==> src/rtl/sd_sync_pkg.sv <==
package sd_sync_pkg;

  localparam int HTRIG_W = 11;
  localparam int VTRIG_W = 5;

  typedef enum logic [1:0] {
    REG_HOFS_LO = 2'd0,
    REG_OFS_HI  = 2'd1,
    REG_MODE    = 2'd2
  } reg_addr_e;

  localparam int MODE_SHORT_BIT = 0;
  localparam int MODE_FORCE_BIT = 1;

  typedef struct packed {
    logic [HTRIG_W-1:0] hofs;
    logic [VTRIG_W-1:0] vofs;
    logic               len_short;
    logic               force_blank;
  } cfg_t;

endpackage

==> src/rtl/ssg_rst_sync.sv <==
module ssg_rst_sync (
  input  logic clk,
  input  logic rst_n,
  output logic rst_sync_n
);

  logic [1:0] sync_q;

  always_ff @(posedge clk or negedge rst_n) begin
    if (!rst_n) begin
      sync_q <= '0;
    end else begin
      sync_q <= {sync_q[0], 1'b1};
    end
  end

  assign rst_sync_n = sync_q[1];

endmodule

==> src/rtl/ssg_cfg_regs.sv <==
module ssg_cfg_regs
  import sd_sync_pkg::*;
#(
  parameter int LEN_LONG  = 1728,
  parameter int LEN_SHORT = 1716
) (
  input  logic       clk,
  input  logic       rst_n,
  input  logic       wr_en,
  input  logic [1:0] wr_addr,
  input  logic [7:0] wr_data,
  output cfg_t       cfg_o
);

  localparam logic [HTRIG_W-1:0] LONG_MAX  = HTRIG_W'(LEN_LONG - 1);
  localparam logic [HTRIG_W-1:0] SHORT_MAX = HTRIG_W'(LEN_SHORT - 1);

  cfg_t               cfg_q;
  cfg_t               cfg_d;
  logic               cfg_en;
  logic [HTRIG_W-1:0] hofs_max;
  logic [HTRIG_W-1:0] hofs_cand;

  assign cfg_en   = wr_en;
  assign hofs_max = cfg_q.len_short ? SHORT_MAX : LONG_MAX;

  always_comb begin
    cfg_d     = cfg_q;
    hofs_cand = cfg_q.hofs;
    case (wr_addr)
      REG_HOFS_LO: begin
        hofs_cand = {cfg_q.hofs[HTRIG_W-1:8], wr_data};
        if (hofs_cand <= hofs_max) begin
          cfg_d.hofs = hofs_cand;
        end
      end
      REG_OFS_HI: begin
        hofs_cand  = {wr_data[7:5], cfg_q.hofs[7:0]};
        cfg_d.vofs = wr_data[VTRIG_W-1:0];
        if (hofs_cand <= hofs_max) begin
          cfg_d.hofs = hofs_cand;
        end
      end
      REG_MODE: begin
        cfg_d.len_short   = wr_data[MODE_SHORT_BIT];
        cfg_d.force_blank = wr_data[MODE_FORCE_BIT];
      end
      default: begin
        cfg_d = cfg_q;
      end
    endcase
  end

  always_ff @(posedge clk or negedge rst_n) begin
    if (!rst_n) begin
      cfg_q <= '0;
    end else if (cfg_en) begin
      cfg_q <= cfg_d;
    end
  end

  assign cfg_o = cfg_q;

endmodule

==> src/rtl/ssg_counters.sv <==
module ssg_counters #(
  parameter int LEN_LONG  = 1728,
  parameter int LEN_SHORT = 1716,
  parameter int HL_LONG   = 1250,
  parameter int HL_SHORT  = 1050,
  parameter int HCNT_W    = 11,
  parameter int HL_W      = 11
) (
  input  logic              clk,
  input  logic              rst_n,
  input  logic              trig,
  input  logic              len_short,
  input  logic [HCNT_W-1:0] hofs,
  input  logic [HL_W-1:0]   vofs,
  output logic [HCNT_W-1:0] hcnt_o,
  output logic [HL_W-1:0]   hl_o
);

  localparam logic [HCNT_W-1:0] LONG_END   = HCNT_W'(LEN_LONG - 1);
  localparam logic [HCNT_W-1:0] SHORT_END  = HCNT_W'(LEN_SHORT - 1);
  localparam logic [HCNT_W-1:0] LONG_MID   = HCNT_W'(LEN_LONG / 2 - 1);
  localparam logic [HCNT_W-1:0] SHORT_MID  = HCNT_W'(LEN_SHORT / 2 - 1);
  localparam logic [HL_W-1:0]   LONG_HLEND = HL_W'(HL_LONG - 1);
  localparam logic [HL_W-1:0]   SHORT_HLEND= HL_W'(HL_SHORT - 1);

  logic [HCNT_W-1:0] hcnt_q, hcnt_d;
  logic [HL_W-1:0]   hl_q, hl_d;
  logic [HCNT_W-1:0] line_end, line_mid;
  logic [HL_W-1:0]   frame_end;
  logic              at_end, hl_step, cnt_en;

  assign cnt_en    = 1'b1;
  assign line_end  = len_short ? SHORT_END : LONG_END;
  assign line_mid  = len_short ? SHORT_MID : LONG_MID;
  assign frame_end = len_short ? SHORT_HLEND : LONG_HLEND;
  assign at_end    = (hcnt_q >= line_end);
  assign hl_step   = at_end || (hcnt_q == line_mid);

  always_comb begin
    if (trig) begin
      hcnt_d = hofs;
      hl_d   = vofs;
    end else begin
      hcnt_d = at_end ? '0 : hcnt_q + 1'b1;
      if (hl_step) begin
        hl_d = (hl_q >= frame_end) ? '0 : hl_q + 1'b1;
      end else begin
        hl_d = hl_q;
      end
    end
  end

  always_ff @(posedge clk or negedge rst_n) begin
    if (!rst_n) begin
      hcnt_q <= '0;
      hl_q   <= '0;
    end else if (cnt_en) begin
      hcnt_q <= hcnt_d;
      hl_q   <= hl_d;
    end
  end

  assign hcnt_o = hcnt_q;
  assign hl_o   = hl_q;

endmodule

==> src/rtl/ssg_decode.sv <==
module ssg_decode #(
  parameter int HL_LONG    = 1250,
  parameter int HL_SHORT   = 1050,
  parameter int HSYNC_LEN  = 127,
  parameter int HBLANK_LEN = 244,
  parameter int VSYNC_HL   = 6,
  parameter int VBLANK_HL  = 40,
  parameter int HCNT_W     = 11,
  parameter int HL_W       = 11
) (
  input  logic [HCNT_W-1:0] hcnt,
  input  logic [HL_W-1:0]   hl,
  input  logic              len_short,
  input  logic              force_blank,
  output logic              hsync_o,
  output logic              vsync_o,
  output logic              field_o,
  output logic              line_start_o,
  output logic              blank_o
);

  localparam logic [HL_W-1:0]   LONG_F2   = HL_W'(HL_LONG / 2);
  localparam logic [HL_W-1:0]   SHORT_F2  = HL_W'(HL_SHORT / 2);
  localparam logic [HCNT_W-1:0] HSYNC_END = HCNT_W'(HSYNC_LEN);
  localparam logic [HCNT_W-1:0] HBLK_END  = HCNT_W'(HBLANK_LEN);
  localparam logic [HL_W-1:0]   VSYNC_END = HL_W'(VSYNC_HL);
  localparam logic [HL_W-1:0]   VBLK_END  = HL_W'(VBLANK_HL);

  logic [HL_W-1:0] f2_start;
  logic [HL_W-1:0] hl_in_field;
  logic            second_field;
  logic            hblank, vblank;

  assign f2_start     = len_short ? SHORT_F2 : LONG_F2;
  assign second_field = (hl >= f2_start);
  assign hl_in_field  = second_field ? (hl - f2_start) : hl;
  assign hblank       = (hcnt < HBLK_END);
  assign vblank       = (hl_in_field < VBLK_END);

  assign hsync_o      = (hcnt < HSYNC_END);
  assign line_start_o = (hcnt == '0);
  assign field_o      = second_field;
  assign vsync_o      = (hl_in_field < VSYNC_END);
  assign blank_o      = force_blank || hblank || vblank;

endmodule

==> src/rtl/sd_sync_gen.sv <==
module sd_sync_gen
  import sd_sync_pkg::*;
#(
  parameter int LEN_LONG   = 1728,
  parameter int LEN_SHORT  = 1716,
  parameter int HL_LONG    = 1250,
  parameter int HL_SHORT   = 1050,
  parameter int HSYNC_LEN  = 127,
  parameter int HBLANK_LEN = 244,
  parameter int VSYNC_HL   = 6,
  parameter int VBLANK_HL  = 40
) (
  input  logic       clk,
  input  logic       rst_n,
  input  logic       wr_en,
  input  logic [1:0] wr_addr,
  input  logic [7:0] wr_data,
  input  logic       trig_in,
  output logic       hsync_o,
  output logic       vsync_o,
  output logic       field_o,
  output logic       line_start_o,
  output logic       blank_o
);

  localparam int HCNT_W = $clog2(LEN_LONG);
  localparam int HL_W   = $clog2(HL_LONG);

  logic              rst_sync_n;
  cfg_t              cfg_q;
  logic [HCNT_W-1:0] hofs_load;
  logic [HL_W-1:0]   vofs_load;
  logic [HCNT_W-1:0] hcnt_q;
  logic [HL_W-1:0]   hl_q;

  ssg_rst_sync u_rst (
    .clk        (clk),
    .rst_n      (rst_n),
    .rst_sync_n (rst_sync_n)
  );

  ssg_cfg_regs #(
    .LEN_LONG  (LEN_LONG),
    .LEN_SHORT (LEN_SHORT)
  ) u_cfg (
    .clk     (clk),
    .rst_n   (rst_sync_n),
    .wr_en   (wr_en),
    .wr_addr (wr_addr),
    .wr_data (wr_data),
    .cfg_o   (cfg_q)
  );

  assign hofs_load = HCNT_W'(cfg_q.hofs);
  assign vofs_load = HL_W'(cfg_q.vofs);

  ssg_counters #(
    .LEN_LONG  (LEN_LONG),
    .LEN_SHORT (LEN_SHORT),
    .HL_LONG   (HL_LONG),
    .HL_SHORT  (HL_SHORT),
    .HCNT_W    (HCNT_W),
    .HL_W      (HL_W)
  ) u_cnt (
    .clk       (clk),
    .rst_n     (rst_sync_n),
    .trig      (trig_in),
    .len_short (cfg_q.len_short),
    .hofs      (hofs_load),
    .vofs      (vofs_load),
    .hcnt_o    (hcnt_q),
    .hl_o      (hl_q)
  );

  ssg_decode #(
    .HL_LONG    (HL_LONG),
    .HL_SHORT   (HL_SHORT),
    .HSYNC_LEN  (HSYNC_LEN),
    .HBLANK_LEN (HBLANK_LEN),
    .VSYNC_HL   (VSYNC_HL),
    .VBLANK_HL  (VBLANK_HL),
    .HCNT_W     (HCNT_W),
    .HL_W       (HL_W)
  ) u_dec (
    .hcnt         (hcnt_q),
    .hl           (hl_q),
    .len_short    (cfg_q.len_short),
    .force_blank  (cfg_q.force_blank),
    .hsync_o      (hsync_o),
    .vsync_o      (vsync_o),
    .field_o      (field_o),
    .line_start_o (line_start_o),
    .blank_o      (blank_o)
  );

endmodule

==> config.mk <==
export PLATFORM = sky130hd
export DESIGN_NAME = sd_sync_gen
export DESIGN_NICKNAME = d
export VERILOG_FILES = /design/src/rtl/sd_sync_pkg.sv /design/src/rtl/ssg_rst_sync.sv /design/src/rtl/ssg_cfg_regs.sv /design/src/rtl/ssg_counters.sv /design/src/rtl/ssg_decode.sv /design/src/rtl/sd_sync_gen.sv
export SDC_FILE = /design/constraint.sdc
export NUM_CORES = 1
export LEC_CHECK = 0
export BUFFER_PORTS_ARGS = -buffer_cell sky130_fd_sc_hd__buf_4
export CORE_MARGIN = 3
export CORE_UTILIZATION = 40
export DETAILED_ROUTE_END_ITERATION = 8
export GPL_TIMING_DRIVEN = 1
export PLACE_DENSITY = 0.68
export SLEW_MARGIN = 20
export SYNTH_ARGS = -nofsm -noshare
export SYNTH_HDL_FRONTEND = slang
export SYNTH_HIERARCHICAL = 1
export SYNTH_SLANG_ARGS = --single-unit
==> constraint.sdc <==
create_clock -name clk -period 3.4 [get_ports clk]
set_input_delay 1.02 -clock clk [delete_from_list [all_inputs] [get_ports clk]]
set_output_delay 1.02 -clock clk [all_outputs]
set_load 0.01 [all_outputs]
==> impl_metrics.py <==
metrics = {
    "logic_synthesis": {
        "yosys-mux-area-fraction": 0.0457,
        "synth_seq_cells": 42,
        "synth_ff_type": "dfrtp_1",
        "netlist_instances": 358,
        "syn_area_um2": 3150,
        "synth_top_area_share": 0.334,
        "async_reset_ff_frac": 1.00,
        "ys_seq_area_frac": 0.334,
        "synthXorXnorAreaFrac": 0.0390,
        "synth_top_area_cell": "dfrtp_1",
        "synthTopCellsByArea": "dfrtp_1, ha_1, nand2_1, mux2_2, o21ai_0",
        "synthAdderAreaFrac": 0.0835,
        "synthTopCellsByCount": "nand2_1, dfrtp_1, ha_1",
        "yosysUniqueCellTypes": 64,
        "syn_avg_cell_area_um2": 8.79,
        "synth_edf_count": 0,
        "ys_warn_count": 6,
        "synth_most_common_cell": "nand2_1",
        "synthSimpleGateAreaFrac": 0.243,
        "synth_top_family_by_area": "simple AND/OR/NAND/NOR gates",
        "synth-compound-area-share": 0.217,
    },
    "floorplanning": {
        "initial_core_util": 0.423,
        "dieWidth_um": 94.7,
        "fp.dieH_um": 94.7,
        "pin_count": 19,
        "num_rows": 31,
        "core-area_um2": 7450,
        "die_area_um2": 8970,
    },
    "finish": {
        "synthToLayoutAreaGrowth_pct": 15.9,
        "final_cell_area_um2": 3650,
        "layout-drive-gt1-share": 0.202,
        "diodes": 0,
        "regArea_um2": 1050,
        "nets": 427,
        "multi_input_area_um2": 2070,
        "fillers": 741,
        "fin_cells": 491,
    },
    "cts": {
        "htreeDepth": 2,
        "cts_tree": "built",
        "numCtsBuffers": 5,
        "clk_path_buf_depth": 2,
        "clock_latency_ns": 0.29,
        "postCtsHoldBufs": 0,
        "clk_pin_slew_worst_paths_ns": 0.08,
        "cts.sinks": 42,
        "cts_root_buf": "clkbuf_8",
    },
    "run_status": {
        "status": "finished with violations",
        "failed_checks": "setup timing",
    },
    "placed_design": {
        "post-place-cells": 481,
        "place_ws_ns": 0.0954,
        "gp_congestion": 0.907,
        "hpwl_um": 5630,
        "numPortBuffers": 18,
        "place_area_um2": 3440,
    },
    "grt": {
        "grt_util_all_layers": 0.181,
        "grt_pass1_vias": 2725,
        "grt_overflow_total": 0,
        "antenna_found_initial": 0,
        "grt_max_degree": 39,
        "grt_pass1_wl_um": 13200,
    },
    "route": {
        "drtIter0Drc": 252,
        "drt_first_pass_iters": 4,
        "antenna_left": 0,
        "drcViolationCount": 0,
        "vias": 2820,
        "vias_per_cell": 5.74,
        "detail_route.wl_per_cell_um": 15.4,
        "routed_wl_um": 7580,
    },
    "min_path": {
        "hold_class": "register to asynchronous set/reset pin",
    },
    "timing": {
        "clock_skew_ns": 0.00486,
        "fin_crit_sh": 1.02,
        "rsz0062_at_grt": "yes",
        "fin_ws_ns": -0.0607,
        "fmax_ghz": 0.289,
        "hold_viol": 0,
        "slew_violations": 0,
        "setup_viol": 2,
        "fin_crit_ns": 3.46,
        "tightest_slew_ns": 0.799,
        "maxSlewHeadroom": 0.467,
    },
    "job": {
        "drv_cap": 0,
    },
    "critical_path": {
        "endpoint_kind": "primary output",
        "startpoint_type": "register",
        "critical_path.max_fanout": 5,
        "ff2ff_setup_slack_ns": 0.81,
        "rr_endpoint": "u_cnt/hl_o[4]",
        "critPathKind": "register to primary output",
        "rr_startpoint": "u_cfg/cfg_o[1]",
        "ff2ff_path_depth": 9,
        "required_ns": 2.38,
        "cp_data_arrival_time_ns": 2.44,
    },
    "power_and_ir_drop": {
        "power.switching_mw": 0.961,
        "p_int_mw": 1.40,
        "leakage_nw": 1.53,
        "power_density_nw_per_um2": 646,
        "combPwrFrac": 0.494,
        "p_clk_frac": 0.173,
        "seq_power_share": 0.333,
        "total_power_mw": 2.36,
        "peakVddDrop_v": 0.000288,
        "p_sw_frac": 0.408,
    },
}
[routing by layer]
layer / track usage / share of wire / vias up
li1: - / - / 1402
met1: 0.271 / 0.52 / 1349
met2: 0.271 / 0.43 / 58
met3: 0.0287 / 0.033 / 11
met4: 0.0433 / 0.016 / 0
met5: 0 / 0 / -
[state kept, by name, summed over array words and instances (netlist names)]
name	cells
u_cfg/cfg_o	18
u_cnt/hcnt_o	11
u_cnt/hl_o	11
u_rst/sync_q	2
[cell usage in the layout, fill, tap and decap left out, drive strengths merged, types with 4 or more instances in the layout]
cell    synthesis  final
buf             7     33
clkbuf          5      6
xnor2           9      9
inv            10     10
and2            8      8
mux2           11     11
nor2b           6      6
nand3b          4      4
ha             21     21
nand2          52     52
nor2           21     21
conb            2      8
o211ai          5      5
nand3           9      9
nor3           10     10
nand4           5      5
a221o           7      7
a211oi          5      5
dfrtp          42     42
a21oi          14     14
xor2            5      5
o22ai           9      9
o31ai          12     12
o21ai          21     21
and3            9      9
o21a            4      4
nor4           10     10
[critical path, cell delays in order (launching register included)]
cell and delay, ns:
dfrtp_2 0.46, ha_2 0.23, or4b_4 0.50, a21oi_2 0.11, o21ai_1 0.08, a211oi_2 0.23
nand3_1 0.13, o31ai_2 0.25, buf_4 0.15
[power by group through the flow]
| stage | clock (mW) | combinational, mW | sequential (mW) |
|---|---|---|---|
| after floorplan | 0 | 0.751 | 0.784 |
| after global placement | 0 | 1.04 | 0.782 |
| after detailed placement | 0 | 1.05 | 0.787 |
| after CTS | 0.416 | 1.14 | 0.785 |
| after global routing | 0.433 | 1.30 | 0.809 |
| final | 0.407 | 1.17 | 0.785 |
[cell families (layout without fill, tap and decap cells)]
| family | Yosys count | in the layout |
|---|---|---|
| compound gates | 96 | 96 |
| xor+xnor | 14 | 14 |
| fa+ha+maj | 21 | 21 |
| buf+inv | 22 | 50 |
| flops | 42 | 42 |
| mux | 13 | 13 |
| other cells | 2 | 8 |
| simple gates | 148 | 148 |
[area by class of cell]
type | count | area share
well taps | 99 | 0.0340
inverters | 10 | 0.0110
clock inverters | 1 | 0.00823
flip-flops and latches | 42 | 0.289
clock buffers | 6 | 0.0226
repair buffers | 33 | 0.0679
multi-input cells | 300 | 0.568
[worst max-delay path by stage]
stage / startpoint / to / slack, ns / cells after the start
global placement: u_cfg/cfg_o[1] / vsync_o / 0.20 / 9
detailed placement: u_cfg/cfg_o[1] / vsync_o / 0.1 / 9
global route: u_cfg/cfg_o[1] / blank_o / -0.19 / 9
finish: u_cfg/cfg_o[1] / blank_o / -0.06 / 8
floorplan: u_cfg/cfg_o[1] / vsync_o / 0.14 / 9
CTS: u_cfg/cfg_o[1] / blank_o / -0.07 / 8
[per-stage QoR]
stage | TNS (ns) | utilization | hold slack, ns
after floorplan | 0 | - | 0.331
after global placement | 0 | 0.463 | 0.334
after detailed placement | 0 | 0.463 | 0.337
after CTS | -0.0711 | 0.489 | 0.355
after global routing | -0.373 | 0.490 | 0.371
final | -0.0666 | 0.490 | 0.335
[what timing repair did]
| action | in CTS | in global routing |
|---|---|---|
| pin swaps | 6 | 4 |
| gates resized for setup | 16 | 2 |
| setup endpoints to repair | 2 | 2 |
| buffers inserted | 3 | 0 |
| cloned | 0 | 0 |
(Power assumes the default switching activity.)
